## src/rtl/txdesc_pkg.sv

```systemverilog
package txdesc_pkg;
    localparam int DW         = 32;
    localparam int OWN_POS    = 31;
    localparam int TSREQ_POS  = 25;
    localparam int EOR_POS    = 21;
    localparam int CTL_LSB    = 20;
    localparam int TSOK_POS   = 17;
    localparam int LENERR_POS = 0;
    localparam int CTL_W      = OWN_POS - CTL_LSB;
    localparam int TSREQ_IDX  = TSREQ_POS - CTL_LSB;
    localparam int EOR_IDX    = EOR_POS - CTL_LSB;
    localparam int SHORT_WORDS = 4;
    localparam int LONG_WORDS  = 8;
    localparam int LEN_OFF    = 1;
    localparam int BUF_OFF    = 2;
    localparam int TS_LO_OFF  = 6;
    localparam int TS_HI_OFF  = 7;

    typedef enum logic [3:0] {
        S_IDLE  = 4'd0,
        S_RD0   = 4'd1,
        S_RD1   = 4'd2,
        S_RD2   = 4'd3,
        S_HAND  = 4'd4,
        S_WAIT  = 4'd5,
        S_WR6   = 4'd6,
        S_WR7   = 4'd7,
        S_WR0   = 4'd8,
        S_SUSP  = 4'd9,
        S_FATAL = 4'd10
    } tx_state_e;
endpackage

```

## src/rtl/txdesc_nextptr.sv

```systemverilog
module txdesc_nextptr
    import txdesc_pkg::*;
#(
    parameter int AW = 16
) (
    input  logic [AW-1:0] cur,
    input  logic [AW-1:0] base,
    input  logic          ext,
    input  logic          eor,
    output logic [AW-1:0] nxt
);
    localparam logic [AW-1:0] STEP_SHORT = AW'(SHORT_WORDS);
    localparam logic [AW-1:0] STEP_LONG  = AW'(LONG_WORDS);

    always_comb begin
        if (eor) begin
            nxt = base;
        end else begin
            nxt = cur + (ext ? STEP_LONG : STEP_SHORT);
        end
    end
endmodule

```

## src/rtl/txdesc_close.sv

```systemverilog
module txdesc_close
    import txdesc_pkg::*;
(
    input  logic [CTL_W-1:0] ctl,
    input  logic             ts_ok,
    input  logic             len_err,
    output logic [DW-1:0]    word
);
    logic [CTL_LSB-1:0] status;

    always_comb begin
        status             = '0;
        status[TSOK_POS]   = ts_ok;
        status[LENERR_POS] = len_err;
        word               = {1'b0, ctl, status};
    end
endmodule

```

## src/rtl/txdesc_engine.sv

```systemverilog
module txdesc_engine
    import txdesc_pkg::*;
#(
    parameter int AW      = 16,
    parameter int LEN_W   = 14,
    parameter int MAX_LEN = 8192
) (
    input  logic             clk,
    input  logic             rst_n,
    input  logic             cfg_ext,
    input  logic [AW-1:0]    ring_base,
    input  logic             poll_demand,
    output logic             mem_req,
    output logic             mem_we,
    output logic [AW-1:0]    mem_addr,
    output logic [31:0]      mem_wdata,
    input  logic             mem_gnt,
    input  logic [31:0]      mem_rdata,
    input  logic             mem_err,
    output logic             frm_valid,
    input  logic             frm_ready,
    output logic [31:0]      frm_addr,
    output logic [LEN_W-1:0] frm_len,
    input  logic             frm_done,
    input  logic [63:0]      frm_ts,
    output logic             stat_suspended,
    output logic             stat_fatal,
    output logic [1:0]       stat_err
);
    localparam logic [LEN_W-1:0] LEN_CAP = LEN_W'(MAX_LEN);

    typedef struct packed {
        tx_state_e        st;
        logic [AW-1:0]    cur;
        logic [CTL_W-1:0] ctl;
        logic [LEN_W-1:0] len;
        logic [31:0]      bufa;
        logic [63:0]      ts;
        logic             ts_ok;
        logic             len_err;
        logic [1:0]       err;
    } eng_t;

    eng_t          q, d;
    logic [2:0]    off;
    logic [AW-1:0] next_ptr;
    logic [31:0]   close_word;

    txdesc_nextptr #(.AW(AW)) u_nextptr (
        .cur  (q.cur),
        .base (ring_base),
        .ext  (cfg_ext),
        .eor  (q.ctl[EOR_IDX]),
        .nxt  (next_ptr)
    );

    txdesc_close u_close (
        .ctl     (q.ctl),
        .ts_ok   (q.ts_ok),
        .len_err (q.len_err),
        .word    (close_word)
    );

    always_comb begin
        d         = q;
        mem_req   = 1'b0;
        mem_we    = 1'b0;
        off       = 3'd0;
        mem_wdata = '0;
        frm_valid = 1'b0;
        case (q.st)
            S_IDLE: begin
                if (poll_demand) begin
                    d.cur = ring_base;
                    d.st  = S_RD0;
                end
            end
            S_RD0: begin
                mem_req = 1'b1;
                if (mem_gnt) begin
                    d.ctl = mem_rdata[OWN_POS-1:CTL_LSB];
                    d.st  = mem_rdata[OWN_POS] ? S_RD1 : S_SUSP;
                end
            end
            S_RD1: begin
                mem_req = 1'b1;
                off     = 3'(LEN_OFF);
                if (mem_gnt) begin
                    d.len     = mem_rdata[LEN_W-1:0];
                    d.len_err = mem_rdata[LEN_W-1:0] > LEN_CAP;
                    d.ts_ok   = 1'b0;
                    d.st      = S_RD2;
                end
            end
            S_RD2: begin
                mem_req = 1'b1;
                off     = 3'(BUF_OFF);
                if (mem_gnt) begin
                    d.bufa = mem_rdata;
                    d.st   = q.len_err ? S_WR0 : S_HAND;
                end
            end
            S_HAND: begin
                frm_valid = 1'b1;
                if (frm_ready) begin
                    d.st = S_WAIT;
                end
            end
            S_WAIT: begin
                if (frm_done) begin
                    d.ts = frm_ts;
                    if (q.ctl[TSREQ_IDX] && cfg_ext) begin
                        d.ts_ok = 1'b1;
                        d.st    = S_WR6;
                    end else begin
                        d.st = S_WR0;
                    end
                end
            end
            S_WR6: begin
                mem_req   = 1'b1;
                mem_we    = 1'b1;
                off       = 3'(TS_LO_OFF);
                mem_wdata = q.ts[31:0];
                if (mem_gnt) begin
                    d.st = S_WR7;
                end
            end
            S_WR7: begin
                mem_req   = 1'b1;
                mem_we    = 1'b1;
                off       = 3'(TS_HI_OFF);
                mem_wdata = q.ts[63:32];
                if (mem_gnt) begin
                    d.st = S_WR0;
                end
            end
            S_WR0: begin
                mem_req   = 1'b1;
                mem_we    = 1'b1;
                mem_wdata = close_word;
                if (mem_gnt) begin
                    d.cur = next_ptr;
                    d.st  = S_RD0;
                end
            end
            S_SUSP: begin
                if (poll_demand) begin
                    d.st = S_RD0;
                end
            end
            S_FATAL: begin
            end
            default: d.st = S_FATAL;
        endcase
        if (mem_req && mem_gnt && mem_err) begin
            d.st = S_FATAL;
            if (mem_we) begin
                d.err[1] = 1'b1;
            end else begin
                d.err[0] = 1'b1;
            end
        end
    end

    always_ff @(posedge clk or negedge rst_n) begin
        if (!rst_n) begin
            q <= '0;
        end else begin
            q <= d;
        end
    end

    assign mem_addr       = q.cur + {{(AW-3){1'b0}}, off};
    assign frm_addr       = q.bufa;
    assign frm_len        = q.len;
    assign stat_suspended = (q.st == S_SUSP);
    assign stat_fatal     = (q.st == S_FATAL);
    assign stat_err       = q.err;

    // a pending request stays unchanged until granted
    p_req_hold_r11: assert property (@(posedge clk) disable iff (!rst_n)
        (mem_req && !mem_gnt) |=> (mem_req && $stable(mem_addr) && $stable(mem_we) && $stable(mem_wdata)));

    // the halt is permanent until reset
    p_fatal_sticky_r10: assert property (@(posedge clk) disable iff (!rst_n)
        stat_fatal |=> stat_fatal);

    // nothing leaves the engine once halted
    p_fatal_quiet_r10: assert property (@(posedge clk) disable iff (!rst_n)
        stat_fatal |-> (!mem_req && !frm_valid));

    // the halt only follows an error response on a granted access
    p_fatal_cause_r10: assert property (@(posedge clk) disable iff (!rst_n)
        $rose(stat_fatal) |-> $past(mem_req && mem_gnt && mem_err));

    // the offered buffer is held until accepted
    p_hand_hold_r4: assert property (@(posedge clk) disable iff (!rst_n)
        (frm_valid && !frm_ready) |=> (frm_valid && $stable(frm_addr) && $stable(frm_len)));

    // oversize lengths never reach the frame mover
    p_len_cap_r5: assert property (@(posedge clk) disable iff (!rst_n)
        frm_valid |-> (frm_len <= LEN_CAP));

    // a suspended engine stays off the memory port and the handoff
    p_susp_quiet_r3: assert property (@(posedge clk) disable iff (!rst_n)
        stat_suspended |-> (!mem_req && !frm_valid));

    // a write to the descriptor head always releases ownership
    p_release_r6: assert property (@(posedge clk) disable iff (!rst_n)
        (mem_req && mem_we && (mem_addr == q.cur)) |-> !mem_wdata[OWN_POS]);
endmodule

```

## config.mk

```make
export PLATFORM = sky130hd
export DESIGN_NAME = txdesc_engine
export DESIGN_NICKNAME = d
export VERILOG_FILES = /design/src/rtl/txdesc_pkg.sv /design/src/rtl/txdesc_nextptr.sv /design/src/rtl/txdesc_close.sv /design/src/rtl/txdesc_engine.sv
export SDC_FILE = /design/constraint.sdc
export NUM_CORES = 1
export LEC_CHECK = 0
export BUFFER_PORTS_ARGS = -buffer_cell sky130_fd_sc_hd__buf_2
export CORE_MARGIN = 4
export CORE_UTILIZATION = 40
export DETAILED_ROUTE_END_ITERATION = 10
export MAX_ROUTING_LAYER = met4
export SETUP_SLACK_MARGIN = 0.15
export SLEW_MARGIN = 40
export SYNTH_ARGS = -nofsm -noshare
export SYNTH_HDL_FRONTEND = slang
export SYNTH_SLANG_ARGS = --single-unit
```

## constraint.sdc

```tcl
create_clock -name clk -period 4.8 [get_ports clk]
set_input_delay 0.24 -clock clk [delete_from_list [all_inputs] [get_ports clk]]
set_output_delay 0.24 -clock clk [all_outputs]
set_load 0.005 [all_outputs]
```

==> results.md <==
- Critical path arrival: 3280 ps
- Final wirelength: 19300 um
- Simple-gate share of the synthesized area: 8.98%
- Min-Delay Endpoint: q[115]$_DFFE_PN0P_
- Area of the core: 0.0181 mm^2
- Die Wd: 144 um
- NumNets Final: 907
- Top sig layer: met4
- Fillcell total: 1637
- # rows: 49
- Clock Root Buffer: clkbuf_16
- Post-CTS Setup Bufs: 0
- Worst Setup Start Kind: flip-flop
- VDD IR max: 0.000259 V
- Largest family of logic cells by synthesized area: multiplexers
- Syn Nets: 741
- Mux cell area share after synthesis: 18.8%
- Synth unique cells: 73
- Worst Hold Depth: 2
- Reg2reg path depth: 4
- Cell Area, Synth: 0.00740 mm^2
- Vias in the first global route: 5887
- CTS buffer count: 17
- DIE HEIGHT: 144 um
- Hold Violations, Final: 0
- RSZ-0062 raised after global routing: false
- Max-slew headroom: 49.3%
- Clk sinks: 145
- Routed len/inst: 18.9 um
- CP Capture Type: primary output
- Outcome: completed
- Initial DRC count: 358
- Cells after synthesis: 614
- Initial antenna violation count: 4
- Compound-Gate Fraction of Synth Area: 11.1%
- Storage element area: 0.00363 mm^2
- CP bufs+invs: 1
- Syn_area_per_cell: 12.0 um^2
- PortBufs: 220
- Main synth FF type: dfrtp_1
- TritonRoute pass-1 iters: 4
- CP peak stage delay: 830 ps
- Ys async rst share: 100%
- Ys Warns: 0
- Sequential area share after synthesis: 49.0%
- DRT met1 WL: 7940 um
- CP required: 4560 ps
- Crit-path cells: nand2b_1 > nor2_1 > ha_1 > fa_1 > a21oi_1 > nor4_1 > nand3_1 > xnor2_1 > buf_2
- EDFF count, synth: 0
- Multi-input logic area: 0.00314 mm^2
- Metal2 WL: 9700 um
- Yosys reg bits: 145
- CTS tree: done
- Critical path's top delay family: simple AND/OR/NAND/NOR gates
- Post_cts resized: 0
- CP Max Fanout: 22
- I/O pin count: 221
- Clock-pin slew of the registers on the worst-case setup and hold paths: 60 ps
- Most frequent cells in the layout: buf_2, dfrtp_1, mux2_2
- Crit Path Category: flip-flop to primary output
- First-pass GRT wire length: 30700 um
- Worst-skew pair later-pin latency: 410 ps
- Final number of setup-violating endpoints: 0
- Cell area after placement: 0.00833 mm^2
- Grt ovf: 0
- TNS Setup: 0 ps
- Crit Reg-Reg Endpoint: q[23]$_DFFE_PN0P_
- Worst hold path class: primary input to flip-flop
- H-tree depth: 4
- Hold slack: 52.2 ps
- DRC Markers: 0
- Routed length on met3: 1290 um
- Leak Pwr: 4.38 nW
- Max cap viols: 0
- Routed via count: 5478
- Die area: 0.0207 mm^2
- Post-route ant nets: 0
- Via-per-instance ratio: 5.34
- Slew Viols, Final: 0
- Minimum clock period: 3520 ps
- Fraction of the mapped netlist area in adder cells: 1.39%
- Critical path depth in cells: 9
- Commonest non-fill, non-tap cell in the layout: buf_2
- Initial Util: 40.9%
- DPL Wire Length: 13900 um
- GPL Wtd Cong: 0.901
- CTS Buffer Depth: 2
- Share of layout cells above drive strength 1: 48.9%
- Slowest cell on the critical path: dfrtp_1
- Xor/xnor cell area share of the yosys netlist: 1.89%
- Hold Startpoint: mem_rdata[21]
- Actual slew at the worst max-slew pin: 761 ps
- Crit Reg-Reg Startpoint: q[142]$_DFFE_PN0P_
- Finished Cell Area: 0.00901 mm^2
- Fmax: 0.284 GHz
- R2R setup slack: 2260 ps
- Power Density: 618 mW/mm^2
- Syn-to-layout area delta: 21.8%
- Total GRT Usage: 19.5%
- Tcrit/Tclk final: 73.3%
- Largest net degree at the start of global routing: 104
- Clk_skew: 5.03 ps
==> cell type report <==
type | instances | share of cell area (%)
clock buffer | 19 | 5.03
clock inverter | 13 | 1.92
sequential | 145 | 40.3
timing repair buffer | 229 | 13.5
multi-input combinational | 360 | 34.9
inverter | 27 | 1.12
antenna | 4 | 0.111
tap | 229 | 3.18
==> routing by layer <==
| layer | vias up | GRT usage (%) |
|---|---|---|
| met3 | 33 | 5.49 |
| met1 | 2737 | 23.4 |
| met2 | 180 | 31.6 |
| met4 | 0 | 7.14 |
| li1 | 2528 | - |
| met5 | - | - |
==> sequential cells by signal, summed over array words and instances (netlist names) <==
register and count:
frm_addr 32, frm_len 14, q 97, stat_err 2
==> what timing repair did <==
action / CTS / global route
hold buffers: 1 / 0
hold endpoints to repair: 102 / 0
setup endpoints to repair: 0 / 0
==> Yosys cell counts (all sizes together) (4+ instances only) <==
cell type | instances | area (um^2)
and3 | 4 | 25.0
nor3 | 12 | 65.1
nand2b | 8 | 50.1
nand4 | 9 | 62.6
a21oi | 17 | 88.8
dfrtp | 145 | 3630
a22o | 20 | 175
mux2 | 122 | 1380
o21ai | 13 | 65.1
ha | 5 | 62.6
o2bb2ai | 4 | 35.0
o211ai | 4 | 30.0
a22oi | 5 | 37.5
a222oi | 13 | 130
clkbuf | 9 | 33.8
xnor2 | 11 | 96.3
nor4 | 6 | 58.8
nand3 | 12 | 60.1
xor2 | 5 | 43.8
nor2 | 14 | 71.3
buf | 73 | 519
nand2 | 25 | 96.4
inv | 27 | 101
==> power breakdown <==
part	leakage [nW]	switching [mW]	total, mW	internal (mW)
Combinational	2.31	0.877	1.88	1.01
Sequential	1.77	0.467	2.29	1.82
Clock	0.299	0.542	1.40	0.856
==> cell families after synthesis <==
family                   after synthesis
flip-flops                           145
multiplexers                         123
AND/OR/NAND/NOR                      110
buffers and inverters                109
AO/OA/AOI/OAI                        104
XOR/XNOR                              16
adder cells (fa/ha/maj)                7
==> stage by stage <==
stage | total power [mW] | cells | setup slack, ps | util, %
after detailed placement | 4.20 | 988 | 1810 | 46.0
after CTS | 5.62 | 1021 | 1290 | 49.5
after global placement | 4.08 | 986 | 1990 | 45.8
after global routing | 5.95 | 1026 | 1020 | 49.8
after floorplan | 3.71 | 614 | 2570 | -
final | 5.57 | 1026 | 1280 | 49.8
==> worst max path at each step <==
stage | start | to | slack [ps]
final | q[142]$_DFFE_PN0P_ | mem_addr[14] | 1280
after detailed placement | q[142]$_DFFE_PN0P_ | mem_addr[14] | 1810
after global placement | q[142]$_DFFE_PN0P_ | mem_addr[14] | 1990
after CTS | q[142]$_DFFE_PN0P_ | mem_addr[14] | 1290
after floorplan | q[141]$_DFFE_PN0P_ | mem_addr[14] | 2570
after global routing | q[142]$_DFFE_PN0P_ | mem_addr[12] | 1020
Note: power is estimated with default switching activity, not from simulation.
